## config.mk

```make
export PLATFORM = sky130hd
export DESIGN_NAME = mdio_page_bridge
export DESIGN_NICKNAME = d
export VERILOG_FILES = /design/src/rtl/mdio_page_bridge.sv
export SDC_FILE = /design/constraint.sdc
export NUM_CORES = 1
export LEC_CHECK = 0
export BUFFER_PORTS_ARGS = -buffer_cell sky130_fd_sc_hd__buf_2
export CELL_PAD_IN_SITES_DETAIL_PLACEMENT = 1
export CELL_PAD_IN_SITES_GLOBAL_PLACEMENT = 2
export CORE_MARGIN = 5
export CORE_UTILIZATION = 30
export DETAILED_ROUTE_END_ITERATION = 8
export GPL_TIMING_DRIVEN = 0
export HOLD_SLACK_MARGIN = 0.12
export PLACE_DENSITY = 0.9
export SLEW_MARGIN = 20
export SYNTH_ARGS = -nofsm -noshare
export SYNTH_HDL_FRONTEND = slang
export SYNTH_SLANG_ARGS = --single-unit
```

## constraint.sdc

```tcl
create_clock -name clk -period 2.7 [get_ports clk]
set_input_delay 0.54 -clock clk [delete_from_list [all_inputs] [get_ports clk]]
set_output_delay 0.54 -clock clk [all_outputs]
set_load 0.05 [all_outputs]
```

## src/rtl/mdio_page_bridge.sv

```systemverilog
module mdio_page_bridge #(
  parameter int          CLK_HZ        = 50_000_000,
  parameter int          SETTLE_CYCLES = CLK_HZ / 1000,
  parameter logic [4:0]  PAGE_PHY      = 5'h18,
  parameter logic [4:0]  DATA_PHY      = 5'h10
) (
  input  logic        clk,
  input  logic        rst_n,
  input  logic        host_valid,
  output logic        host_ready,
  input  logic        host_write,
  input  logic [17:0] host_addr,
  input  logic [31:0] host_wdata,
  output logic [31:0] host_rdata,
  output logic        host_done,
  output logic        host_all_ones,
  output logic        mgmt_start,
  input  logic        mgmt_busy,
  output logic        mgmt_write,
  output logic [4:0]  mgmt_phy,
  output logic [4:0]  mgmt_reg,
  output logic [15:0] mgmt_wdata,
  input  logic [15:0] mgmt_rdata
);

  localparam int CW = $clog2(SETTLE_CYCLES + 1);

  typedef enum logic [2:0] {S_IDLE, S_ISSUE, S_WAIT, S_SETTLE, S_FIN} state_t;

  state_t      st;
  logic [1:0]  ph;
  logic [17:0] addr_q;
  logic [31:0] wdata_q;
  logic        wr_q;
  logic [15:0] lo_q;
  logic [31:0] rdata_q;
  logic [CW-1:0] cnt;

  logic [4:0] lo_reg, hi_reg, data_phy;
  logic       use_hi;

  assign lo_reg   = {addr_q[5:2], 1'b0};
  assign hi_reg   = {addr_q[5:2], 1'b1};
  assign data_phy = DATA_PHY | {2'b00, addr_q[8:6]};
  assign use_hi   = (ph == 2'd1) ? wr_q : !wr_q;

  assign mgmt_start = (st == S_ISSUE);
  assign mgmt_write = (ph == 2'd0) || wr_q;
  assign mgmt_phy   = (ph == 2'd0) ? PAGE_PHY : data_phy;
  assign mgmt_reg   = (ph == 2'd0) ? 5'd0 : (use_hi ? hi_reg : lo_reg);
  assign mgmt_wdata = (ph == 2'd0) ? {7'd0, addr_q[17:9]}
                    : (use_hi ? wdata_q[31:16] : wdata_q[15:0]);

  assign host_ready    = (st == S_IDLE);
  assign host_done     = (st == S_FIN);
  assign host_rdata    = rdata_q;
  assign host_all_ones = (st == S_FIN) && !wr_q && (&rdata_q);

  always_ff @(posedge clk) begin
    if (!rst_n) begin
      st      <= S_IDLE;
      ph      <= 2'd0;
      addr_q  <= '0;
      wdata_q <= '0;
      wr_q    <= 1'b0;
      lo_q    <= '0;
      rdata_q <= '0;
      cnt     <= '0;
    end else begin
      case (st)
        S_IDLE: if (host_valid) begin
          addr_q  <= host_addr;
          wdata_q <= host_wdata;
          wr_q    <= host_write;
          ph      <= 2'd0;
          st      <= S_ISSUE;
        end
        S_ISSUE: st <= S_WAIT;
        S_WAIT: if (!mgmt_busy) begin
          case (ph)
            2'd0: begin
              cnt <= CW'(SETTLE_CYCLES - 1);
              st  <= S_SETTLE;
            end
            2'd1: begin
              if (!wr_q) lo_q <= mgmt_rdata;
              ph <= 2'd2;
              st <= S_ISSUE;
            end
            default: begin
              if (!wr_q) rdata_q <= {mgmt_rdata, lo_q};
              st <= S_FIN;
            end
          endcase
        end
        S_SETTLE: begin
          if (cnt == '0) begin
            ph <= 2'd1;
            st <= S_ISSUE;
          end else begin
            cnt <= cnt - 1'b1;
          end
        end
        default: st <= S_IDLE;
      endcase
    end
  end

  AST_PAGE_FIRST: assert property (@(posedge clk) disable iff (!rst_n)
    host_valid && host_ready |=> mgmt_start && mgmt_phy == PAGE_PHY && mgmt_reg == 5'd0 && mgmt_write);
  AST_READY_HELD: assert property (@(posedge clk) disable iff (!rst_n)
    host_valid && host_ready |=> !host_ready);
  AST_DONE_PULSE: assert property (@(posedge clk) disable iff (!rst_n)
    host_done |=> !host_done && host_ready);
  AST_START_IDLE: assert property (@(posedge clk) disable iff (!rst_n)
    mgmt_start |-> !mgmt_busy);
  AST_START_SINGLE: assert property (@(posedge clk) disable iff (!rst_n)
    mgmt_start |=> !mgmt_start);
  AST_FIELDS_HELD: assert property (@(posedge clk) disable iff (!rst_n)
    mgmt_busy |-> $stable(mgmt_phy) && $stable(mgmt_reg) && $stable(mgmt_wdata) && $stable(mgmt_write));
  AST_ONES_ON_DONE: assert property (@(posedge clk) disable iff (!rst_n)
    host_all_ones |-> host_done);

endmodule

```

==> run_results.csv, run 1 <==
group,metric,value,unit
run_status,outcome,"complete, no violations",
place,placed_area,5972,sq um
critical_path,worstPathMaxFanout,7,
clock_network,clk_latency,0.42,ns
clock_network,htreeDepth,4,
sta,hold_slack,0.3582,ns
critical_path,end_kind,"output pin",
critical_path,worstPathRequired,2.16,ns
power_and_ir_drop,peakVddDrop,0.4448,mV
sta,fmax,0.3818,GHz
clock_network,cts_buffer_depth,2,
sta,min_period_over_period,97.00,%
clock_network,tritoncts,"done",
grt,grt_pass1_wl,27590,um
synth,ys_types,55,
synth,synth.most_common_cell,"nand2_1",
grt,antenna_found_initial,0,
power_and_ir_drop,p_per_area,692.5,nW/um^2
synth,synth_compound_area_share,11.79,%
sta,setup_violations,0,
route,num_vias,4846,
hold_path,min_path_type,"input pin to register",
synth,synth_ff_type,"dfxtp_1",
hold_path,whs_path_depth,3,
sta,finClkSkew,0.01134,ns
sta,finalCriticalPeriod,2.619,ns
cells_and_area,stdcell_area,6620,sq um
critical_path,r2r_end,"lo_q[5]",
place,dp_hpwl,12760,um
run,drv_cap,0,
place,place_ws,-0.5018,ns
grt,grt.met1_usage,20.35,%
grt,grt_usage,17.62,%
critical_path,r2r_slack,0.23,ns
floorplanning,rows,47,
grt,busiest_layer,"met2",
clock_network,clkTransAtPathRegs,0.06,ns
synth,synth.largest_area_cell,"dfxtp_1",
hold_path,holdPathEnd,"wdata_q[11]",
cells_and_area,drive_above_1_share,27.04,%
sta,tightest_slew,0.9438,ns
power_and_ir_drop,power_frac_seq,40.2,%
cells_and_area,areaGrowthSynthToFinish,32.47,%
synth,synth_edf_count,0,
synth,synth.cell_area,4997,sq um
route,wl_per_cell,17.45,um
power_and_ir_drop,switching_share,28.49,%
sta,tns,0,ns
synth,ys_ff_latch,118,
floorplanning,dieArea,19340,sq um
sta,final_max_slew_viol_count,0,
hold_path,hold_start,"host_wdata[11]",
route,dr.first_iter.drc_count,125,
synth,synth_top_family_by_area,"simple AND/OR/NAND/NOR gates",
synth,synth_common_cells,"nand2_1, dfxtp_1, a21oi_1",
grt,grt.overflow.total,0,
synth,synth.area.mux_share,11.84,%
critical_path,cp-start-kind,"register",
critical_path,r2r-start,"st[2]",
power_and_ir_drop,p_clk_share,48.9,%
synth,seq_area_frac_synth,47.27,%
synth,yosysTopAreaCellShare,47.27,%
grt,grt_max_degree,17,
synth,async_flop_share,0,%
clock_network,cts-root-buf,"clkbuf_16",
route,first_pass_iters,4,
synth,synth-xor-area-share,0.3505,%
synth,yosysWarnings,0,
synth,ys_top_cells_by_area,"dfxtp_1, mux2i_1, nand2_1",
synth,synth_nets,668,
floorplanning,fp.dieH,139.1,um
route,ant_nets,0,
place,portBuffers,130,
cells_and_area,diodes,0,
power_and_ir_drop,switchingPower,1306,uW
clock_network,cts_buffers,17,
sta,rsz0062_at_grt,"no",
synth,synthAdderAreaFrac,0.2504,%
grt,grt_pass1_vias,5384,
route,drcViolationCount,0,
floorplanning,core,16470,sq um
cells_and_area,finalNetCount,817,
sta,fin_ws,0.08099,ns
grt,use_met2,30.99,%
sta,maxSlewHeadroom,36.59,%
route,via_per_inst,4.955,
critical_path,worstRegToRegCells,5,
critical_path,cp.arrival,2.08,ns
grt,grtUsageMet3,5.414,%
power_and_ir_drop,power_frac_comb,10.9,%
cells_and_area,n_fill_cell,2020,
floorplanning,start_util,30.35,%
synth,syn_inst,596,
sta,hold_viol_final,0,
synth,syn-mean-instance-area,8.385,sq um
power_and_ir_drop,leakage,0.002935,uW
place,gp_congestion,0.8431,
synth,synth-simple-area-share,24.59,%
power_and_ir_drop,internal_power,3278,uW
route,finalWirelength,17070,um
clock_network,cts.sinks,118,
floorplanning,die_x,139.1,um
floorplanning,io_pins,134,
critical_path,crit_type,"register to output pin",
## how the worst max path moves through the flow
stage                     start             to  slack (ns)  depth (start not counted)
final                      wr_q  host_all_ones        0.08                          4
after global placement     wr_q  mgmt_wdata[7]       -0.52                          6
after floorplan           st[2]  host_all_ones       -0.05                          4
after detailed placement   wr_q  mgmt_wdata[7]       -0.50                          6
after CTS                 ph[1]  mgmt_wdata[5]       0.004                          6
after global routing       wr_q  host_all_ones       0.007                          4
## worst max-delay path: stages (launching register included)
cell	delay (ns)
dfxtp_2	0.42
nand4b_1	0.23
or4_1	0.56
nor4_2	0.20
buf_4	0.25
## through the flow
step,std cells,util [%],total power (uW)
3_3_place_gp,946,36.27,2355
4_1_cts,978,40.16,4628
2_1_floorplan,596,-,2190
5_1_grt,978,40.21,4763
3_5_place_dp,946,36.27,2374
6_report,978,40.21,4584
## sequential cells by signal (all words and copies together), names as in the netlist
| signal | flops |
|---|---|
| lo_q | 16 |
| addr_q | 16 |
| host_rdata | 32 |
| wr_q | 1 |
| ph | 2 |
| cnt | 16 |
| st | 3 |
| wdata_q | 32 |
## cells in the final DEF (no fill, tap or decap), types with 3 or more instances in the layout
cell type / n
o21ai_1: 6
or3_1: 3
buf_4: 4
buf_2: 132
a211oi_1: 3
nand2_1: 131
dfxtp_1: 116
a311oi_1: 4
o21ai_2: 3
nor4_1: 6
nor3_1: 9
inv_8: 3
inv_1: 4
mux2i_1: 58
or4_1: 8
clkbuf_16: 17
inv_6: 7
a21oi_1: 58
nor2b_1: 7
clkbuf_4: 4
nand3_1: 5
nor3b_1: 3
and2_1: 3
nor2_1: 62
a21oi_2: 7
nand3b_1: 3
nand4_1: 8
clkbuf_1: 27
o21ai_0: 3
## cell type report
class | instances | area, sq um | area share, %
buffer | 40 | 185.2 | 2.797
sequential | 118 | 2365 | 35.72
clock inverter | 15 | 157.7 | 2.381
inverter | 5 | 18.77 | 0.2835
timing repair buffer | 131 | 660.6 | 9.979
clock buffer | 17 | 425.4 | 6.426
multi-input combinational | 432 | 2532 | 38.25
tap | 220 | 275.3 | 4.158
## logic make-up (layout without fill, tap and decap cells)
group	Yosys count	count (layout)
compound gates	101	101
xor+xnor	2	2
fa+ha+maj	1	1
buf+inv	46	208
flops	118	118
mux	59	59
other cells	1	1
simple gates	268	268
## routing by layer
layer	vias up	share of wire, %
li1	2353	-
met1	2369	43
met2	107	51
met3	17	4.6
met4	0	1.4
met5	-	0
## power groups by stage
| stage | sequential (uW) | combinational (uW) | clock (uW) |
|---|---|---|---|
| CTS | 1840 | 504 | 2280 |
| floorplan | 1860 | 326 | 0 |
| global route | 1850 | 548 | 2370 |
| finish | 1840 | 501 | 2240 |
| detailed placement | 1880 | 498 | 0 |
| global placement | 1870 | 484 | 0 |
## repair_timing
item / 4_1_cts / 5_1_grt
gates resized for setup: 14 / 7
buffers inserted: 1 / 0
setup endpoints to repair: 29 / 13
hold buffers: 0 / 0
pin swaps: 0 / 0
Note: power is estimated with default switching activity, not from simulation.
==> run 2, diff against run 1 <==
--- a/config.mk
+++ b/config.mk
@@ -9,11 +9,11 @@
 export CELL_PAD_IN_SITES_DETAIL_PLACEMENT = 1
 export CELL_PAD_IN_SITES_GLOBAL_PLACEMENT = 2
 export CORE_MARGIN = 5
-export CORE_UTILIZATION = 30
+export CORE_UTILIZATION = 27
 export DETAILED_ROUTE_END_ITERATION = 8
 export GPL_TIMING_DRIVEN = 0
 export HOLD_SLACK_MARGIN = 0.12
-export PLACE_DENSITY = 0.9
+export PLACE_DENSITY = 0.86
 export SLEW_MARGIN = 20
 export SYNTH_ARGS = -nofsm -noshare
 export SYNTH_HDL_FRONTEND = slang
==> constraint.sdc (replaced) <==
create_clock -name clk -period 2.27 [get_ports clk]
set_input_delay 0.454 -clock clk [delete_from_list [all_inputs] [get_ports clk]]
set_output_delay 0.454 -clock clk [all_outputs]
set_load 0.05 [all_outputs]
==> run 2 against run 1 <==
Against the previous run:
- critical path depth is the same
- count of clock-buffer cells in the layout is the same
- die area rose by 10%
- largest power group unchanged
- sequential power grew 20%
- sequential share of layout area down 2.9 points
- via count is 0.62% lower
- sequential cell count is the same
- the flow now finishes with violations (negative setup slack)
- global-route usage shrank 1.7 points
- worst hold slack worse by 0.088 ns
==> run_results.csv, run 2 (synthesis results as in run 1) <==
group,metric,value,unit
run_status,outcome,"finished with violations",
run_status,violations,"negative setup slack",
critical_path,cp-start-kind,"register",
power_and_ir_drop,internal_power,4171,uW
clock_network,cts_buffer_depth,2,
sta,finalCriticalPeriod,2.373,ns
floorplanning,fp.dieH,146.0,um
clock_network,clkTransAtPathRegs,0.06,ns
clock_network,cts.sinks,118,
grt,grt_max_degree,17,
cells_and_area,diodes,0,
grt,grt_pass1_wl,27480,um
hold_path,whs_path_depth,3,
power_and_ir_drop,p_per_area,793.3,nW/um^2
power_and_ir_drop,p_clk_share,49.4,%
critical_path,path_cells,"nand4b_1 -> or4_4 -> nor4_4 -> buf_6",
floorplanning,die_x,146.0,um
clock_network,clk_latency,0.42,ns
power_and_ir_drop,leakage,0.003128,uW
clock_network,tritoncts,"done",
grt,grt.overflow.total,0,
sta,hold_viol_final,0,
critical_path,cp_slowest_stage_delay,0.56,ns
floorplanning,dieArea,21330,sq um
clock_network,cts_buffers,17,
route,num_vias,4816,
place,portBuffers,130,
floorplanning,rows,49,
grt,antenna_found_initial,1,
critical_path,cp.arrival,1.92,ns
cells_and_area,stdcell_area,7238,sq um
sta,maxSlewHeadroom,57.70,%
sta,rsz0062_at_grt,"yes",
floorplanning,core,18090,sq um
cells_and_area,layout_commonest_cell,"nand2_1",
cells_and_area,fin_cells,997,
power_and_ir_drop,switchingPower,1570,uW
route,first_pass_iters,4,
cells_and_area,final_cell_mix,"nand2_1, buf_2, dfxtp_1",
grt,grt_usage,15.89,%
cells_and_area,drive_above_1_share,33.59,%
critical_path,r2r-start,"cnt[15]",
power_and_ir_drop,power_frac_seq,38.2,%
cells_and_area,areaGrowthSynthToFinish,44.84,%
run,drv_cap,0,
critical_path,end_kind,"output pin",
sta,tightest_slew,0.6344,ns
critical_path,crit_buf_inv,1,
route,finalWirelength,17040,um
hold_path,hold_start,"host_wdata[14]",
critical_path,crit_type,"register to output pin",
grt,grt_pass1_vias,5170,
cells_and_area,finalNetCount,827,
critical_path,worstPathMaxFanout,3,
critical_path,worstPathRequired,1.82,ns
place,dp_cells,955,
clock_network,cts-root-buf,"clkbuf_16",
critical_path,r2r_slack,0.04,ns
sta,fin_ws,-0.1029,ns
critical_path,worstRegToRegCells,5,
critical_path,slowest_stage,"or4_4",
hold_path,min_path_type,"input pin to register",
route,ant_nets,0,
power_and_ir_drop,power_frac_comb,12.4,%
clock_network,htreeDepth,4,
sta,tns,-0.4901,ns
sta,setup_violations,10,
critical_path,cp_top_family,"simple AND/OR/NAND/NOR gates",
route,dr.first_iter.drc_count,171,
power_and_ir_drop,peakVddDrop,0.5465,mV
cells_and_area,n_fill_cell,2146,
hold_path,holdPathEnd,"wdata_q[14]",
place,placed_area,6108,sq um
sta,final_max_slew_viol_count,0,
sta,min_period_over_period,104.5,%
power_and_ir_drop,switching_share,27.35,%
sta,finClkSkew,0.006985,ns
floorplanning,io_pins,134,
place,gp_congestion,0.8164,
sta,fmax,0.4214,GHz
critical_path,r2r_end,"cnt[1]",
route,wl_per_cell,17.09,um
place,dp_hpwl,12320,um
place,place_ws,-0.5226,ns
route,via_per_inst,4.830,
floorplanning,start_util,27.63,%
route,drcViolationCount,0,
sta,hold_slack,0.2699,ns
==> run 2: changes by cell type in the layout (fill, tap and decap cells not counted), moves of 5 or more <==
cell      change
dfxtp_1       -5
clkbuf_1      -6
buf_2        -16
o21ai_1       -6
nand2_2       +9
a21oi_4       +7
nand2_1      -13
a21oi_2       -7
buf_4         +5
buf_6        +19
==> run 2: through the flow <==
step                total power, uW  util, %
finish                         5742    40.02
global route                   5965    40.02
CTS                            5774    39.63
detailed placement             2837    33.77
global placement               2828    33.74
floorplan                      2622        -
==> run 2: layer usage <==
metal  wire, um  share of wire [%]  track usage, %
met1       7263                 43           18.81
met2       8680                 51           28.08
met3        833                4.9           4.214
met5         13              0.076               0
met4        247                1.4           5.080
==> run 2: power by group through the flow <==
stage	clock network (uW)	registers [uW]	logic (uW)
2_1_floorplan	0	2220	405
3_3_place_gp	0	2220	604
3_5_place_dp	0	2230	609
4_1_cts	2890	2190	698
5_1_grt	2990	2200	769
6_report	2840	2200	709
==> run 2: final cells by class <==
type	count	area (sq um)	area share [%]
Clock inverter	15	193.9	2.679
Multi-Input combinational cell	432	2808	38.79
Tap cell	229	286.5	3.959
Sequential cell	118	2376	32.83
Buffer	39	227.7	3.146
Clock buffer	17	425.4	5.877
Inverter	5	18.77	0.2593
Timing Repair Buffer	142	902.1	12.46
==> run 2: how the worst max path moves through the flow <==
stage / from / endpoint / slack [ns] / cells past startpoint
finish: wr_q / host_all_ones / -0.10 / 4
global route: wr_q / host_all_ones / -0.17 / 4
CTS: wr_q / host_all_ones / -0.12 / 4
detailed placement: ph[1] / mgmt_wdata[7] / -0.52 / 6
global placement: st[1] / host_rdata[26] / -0.66 / 7
floorplan: st[2] / host_all_ones / -0.13 / 4
==> run 2: what timing repair did <==
action	CTS	global route
resized for setup	87	25
hold buffers	0	0
pin swaps	7	11
setup buffers	11	3
setup endpoints to repair	81	39
cloned	1	0
hold endpoints to repair	0	0
==> run 2: worst reg2reg max path: cells and delay by family (launching register included) <==
| kind | cells | cell delay (ns) |
|---|---|---|
| AOI/OAI and AO/OA | 1 | 0.28 |
| buffers and inverters | 1 | 0.17 |
| and+or+nand+nor | 3 | 1.33 |
| DFF | 1 | 0.34 |
==> run 3, diff against run 2 <==
--- a/config.mk
+++ b/config.mk
@@ -5,15 +5,16 @@
 export SDC_FILE = /design/constraint.sdc
 export NUM_CORES = 1
 export LEC_CHECK = 0
+export ABC_AREA = 1
 export BUFFER_PORTS_ARGS = -buffer_cell sky130_fd_sc_hd__buf_2
 export CELL_PAD_IN_SITES_DETAIL_PLACEMENT = 1
 export CELL_PAD_IN_SITES_GLOBAL_PLACEMENT = 2
-export CORE_MARGIN = 5
-export CORE_UTILIZATION = 27
+export CORE_MARGIN = 2
+export CORE_UTILIZATION = 26
 export DETAILED_ROUTE_END_ITERATION = 8
 export GPL_TIMING_DRIVEN = 0
 export HOLD_SLACK_MARGIN = 0.12
-export PLACE_DENSITY = 0.86
+export PLACE_DENSITY = 0.87
 export SLEW_MARGIN = 20
 export SYNTH_ARGS = -nofsm -noshare
 export SYNTH_HDL_FRONTEND = slang
==> run 3 against run 2 <==
Against the previous run:
- clock power increased by 14%
- combinational power increased to 6.9 times the previous value
- worst setup slack improved by 0.056 ns
- utilization decreased by 3.2 points
- the flow still finishes with violations (negative setup slack)
- synthesized cell count increased by 20%
- sequential cell count unchanged
- first-iteration DRC count increased by 30%
- final cell count increased by 15%
- die area decreased by 1.7%
- critical path depth increased by 4
- critical endpoint is now mgmt_wdata[5]
- via count increased by 8.6%
- design area decreased by 1.0%
- critical path type unchanged
==> run_results.csv, run 3 <==
group,metric,value,unit
run_status,outcome,"finished with violations",
run_status,violations,"negative setup slack",
synth,synth_ff_type,"dfxtp_1",
critical_path,end_kind,"output pin",
route,via_per_inst,4.573,
grt,grt_pass1_vias,5340,
grt,grt.overflow.total,0,
critical_path,worstPathRequired,1.82,ns
power_and_ir_drop,peakVddDrop,0.6454,mV
hold_path,holdPathEnd,"wdata_q[6]",
critical_path,worstPathMaxFanout,7,
synth,synth.most_common_cell,"dfxtp_1",
floorplanning,start_util,26.49,%
route,ant_nets,0,
floorplanning,rows,51,
synth,synth_common_cells,"dfxtp_1, a21oi_1, o21ai_0",
clock_network,cts_buffers,17,
sta,tns,-0.1487,ns
sta,maxSlewHeadroom,54.93,%
sta,tightest_slew,0.6761,ns
critical_path,worstRegToRegCells,7,
clock_network,htreeDepth,4,
synth,syn_inst,713,
floorplanning,die_x,144.8,um
synth,yosysWarnings,0,
critical_path,critPathLaunch,"ph[1]",
critical_path,crit_buf_inv,3,
synth,async_flop_share,0,%
cells_and_area,diodes,0,
hold_path,hold_start,"host_wdata[6]",
floorplanning,io_pins,134,
critical_path,cp_top_family,"buffers and inverters",
grt,grt_usage,17.11,%
critical_path,crit_type,"register to output pin",
clock_network,ctsHoldBuffers,0,
sta,hold_viol_final,0,
cells_and_area,n_fill_cell,2432,
critical_path,slowest_stage,"dfxtp_4",
cells_and_area,layout_commonest_cell,"buf_2",
synth,synth_nets,785,
route,dr.first_iter.drc_count,222,
sta,fmax,0.4317,GHz
hold_path,min_path_type,"input pin to register",
clock_network,clk_latency,0.42,ns
critical_path,path_cells,"nor2_4 -> xor2_4 -> buf_12 -> buf_8 -> a21oi_2 -> o21ai_1 -> o21ai_1 -> buf_6",
critical_path,r2r_slack,0.54,ns
critical_path,cp.arrival,1.86,ns
place,portBuffers,128,
cells_and_area,finish.utilization,36.82,%
critical_path,crit_top_cell,"o21ai_1",
grt,antenna_found_initial,4,
synth,synth.largest_area_cell,"dfxtp_1",
sta,finClkSkew,0.006638,ns
route,drcViolationCount,0,
place,dp_hpwl,12940,um
clock_network,cts_buffer_depth,2,
sta,setup_violations,7,
cells_and_area,finalNetCount,938,
synth,ys_top_cells_by_area,"dfxtp_1, a21oi_1, o21ai_0",
synth,ys_types,34,
cells_and_area,final_cell_mix,"buf_2, dfxtp_1, a21oi_1",
clock_network,cts-root-buf,"clkbuf_16",
critical_path,cp-start-kind,"register",
sta,min_period_over_period,102.0,%
synth,ys_ff_latch,118,
synth,syn-mean-instance-area,7.230,sq um
hold_path,whs_path_depth,3,
cells_and_area,areaGrowthSynthToFinish,39.00,%
place,gp_congestion,0.7652,
floorplanning,dieArea,20970,sq um
clock_network,tritoncts,"done",
synth,synth_edf_count,0,
clock_network,clkTransAtPathRegs,0.06,ns
synth,synth.cell_area,5155,sq um
clock_network,cts.sinks,118,
run,drv_cap,0,
synth,seq_area_frac_synth,45.83,%
synth,yosysTopAreaCellShare,45.83,%
grt,grt_max_degree,17,
route,num_vias,5231,
route,first_pass_iters,5,
critical_path,cp_slowest_stage_delay,0.36,ns
floorplanning,core,19460,sq um
sta,fin_ws,-0.04644,ns
critical_path,r2r_end,"host_rdata[21]",
sta,final_max_slew_viol_count,0,
sta,rsz0062_at_grt,"yes",
cells_and_area,drive_above_1_share,27.08,%
grt,grt_pass1_wl,27530,um
floorplanning,fp.dieH,144.8,um
sta,finalCriticalPeriod,2.316,ns
route,wl_per_cell,15.35,um
route,finalWirelength,17560,um
critical_path,r2r-start,"st[2]",
power_and_ir_drop,leakage,0.003012,uW
power_and_ir_drop,p_per_area,1502,nW/um^2
-- run 3: layer usage --
layer / share of wire, % / GRT usage [%] / wire length [um] / up-vias
li1: - / - / - / 2640
met1: 45 / 21.14 / 7933 / 2457
met2: 47 / 27.93 / 8310 / 105
met3: 6.3 / 6.022 / 1104 / 21
met4: 0.91 / 5.365 / 159 / 8
met5: 0.29 / 0 / 51 / -
-- run 3: layout make-up --
| class | instances | area (sq um) | area share (%) |
|---|---|---|---|
| inverters | 94 | 360.3 | 5.029 |
| clock inverters | 12 | 246.5 | 3.440 |
| well taps | 265 | 331.6 | 4.627 |
| flip-flops and latches | 118 | 2369 | 33.05 |
| multi-input cells | 460 | 2364 | 32.98 |
| plain buffers | 41 | 230.2 | 3.213 |
| repair buffers | 134 | 798.3 | 11.14 |
| clock buffers | 20 | 466.7 | 6.513 |
-- run 3: cell families (layout without fill, tap and decap cells) --
logic type | count (synthesis) | after routing | synth area share (%)
compound gates | 221 | 221 | 21.75
xor+xnor | 4 | 4 | 0.8254
fa+ha+maj | 1 | 1 | 0.2427
buf+inv | 135 | 301 | 10.66
flops | 118 | 118 | 45.83
other cells | 1 | 1 | 0.07275
simple gates | 233 | 233 | 20.63
-- run 3: timing repair --
item	4_1_cts	5_1_grt
endpoints found under the setup margin	21	19
pin swaps	1	1
gates cloned	2	0
resized for setup	82	21
setup buffers	3	2
-- run 3: worst max-delay path by stage --
stage,to,slack (ns),depth (start not counted)
finish,mgmt_wdata[5],-0.05,8
global route,mgmt_wdata[5],-0.12,8
CTS,mgmt_wdata[5],-0.06,9
detailed placement,mgmt_wdata[7],-0.05,7
global placement,mgmt_wdata[7],-0.02,7
floorplan,mgmt_wdata[0],-0.02,4
-- run 3: worst register-to-register path, stage by stage (launching register included) --
cell	delay, ns
dfxtp_1	0.38
inv_2	0.11
nand3_2	0.13
inv_2	0.14
nand3_2	0.19
clkbuf_1	0.28
o21ai_0	0.31
a21oi_1	0.07
-- run 3: power breakdown --
group	switching (uW)	internal, uW
Sequential	205	2430
Combinational	3270	1610
Clock	996	2260
Total	4470	6290
-- run 3: through the flow --
stage | std cells | instance area [sq um] | worst slack (ns) | hold slack, ns | total power [uW]
after floorplan | 713 | 5155 | -0.02353 | 0.4245 | 5691
after global placement | 1106 | 6127 | -0.01506 | 0.4361 | 6704
final | 1144 | 7166 | -0.04644 | 0.3021 | 10760
after detailed placement | 1106 | 6127 | -0.05141 | 0.4435 | 6751
after global routing | 1144 | 7166 | -0.1175 | 0.3018 | 11410
after CTS | 1143 | 7102 | -0.06238 | 0.2774 | 10730
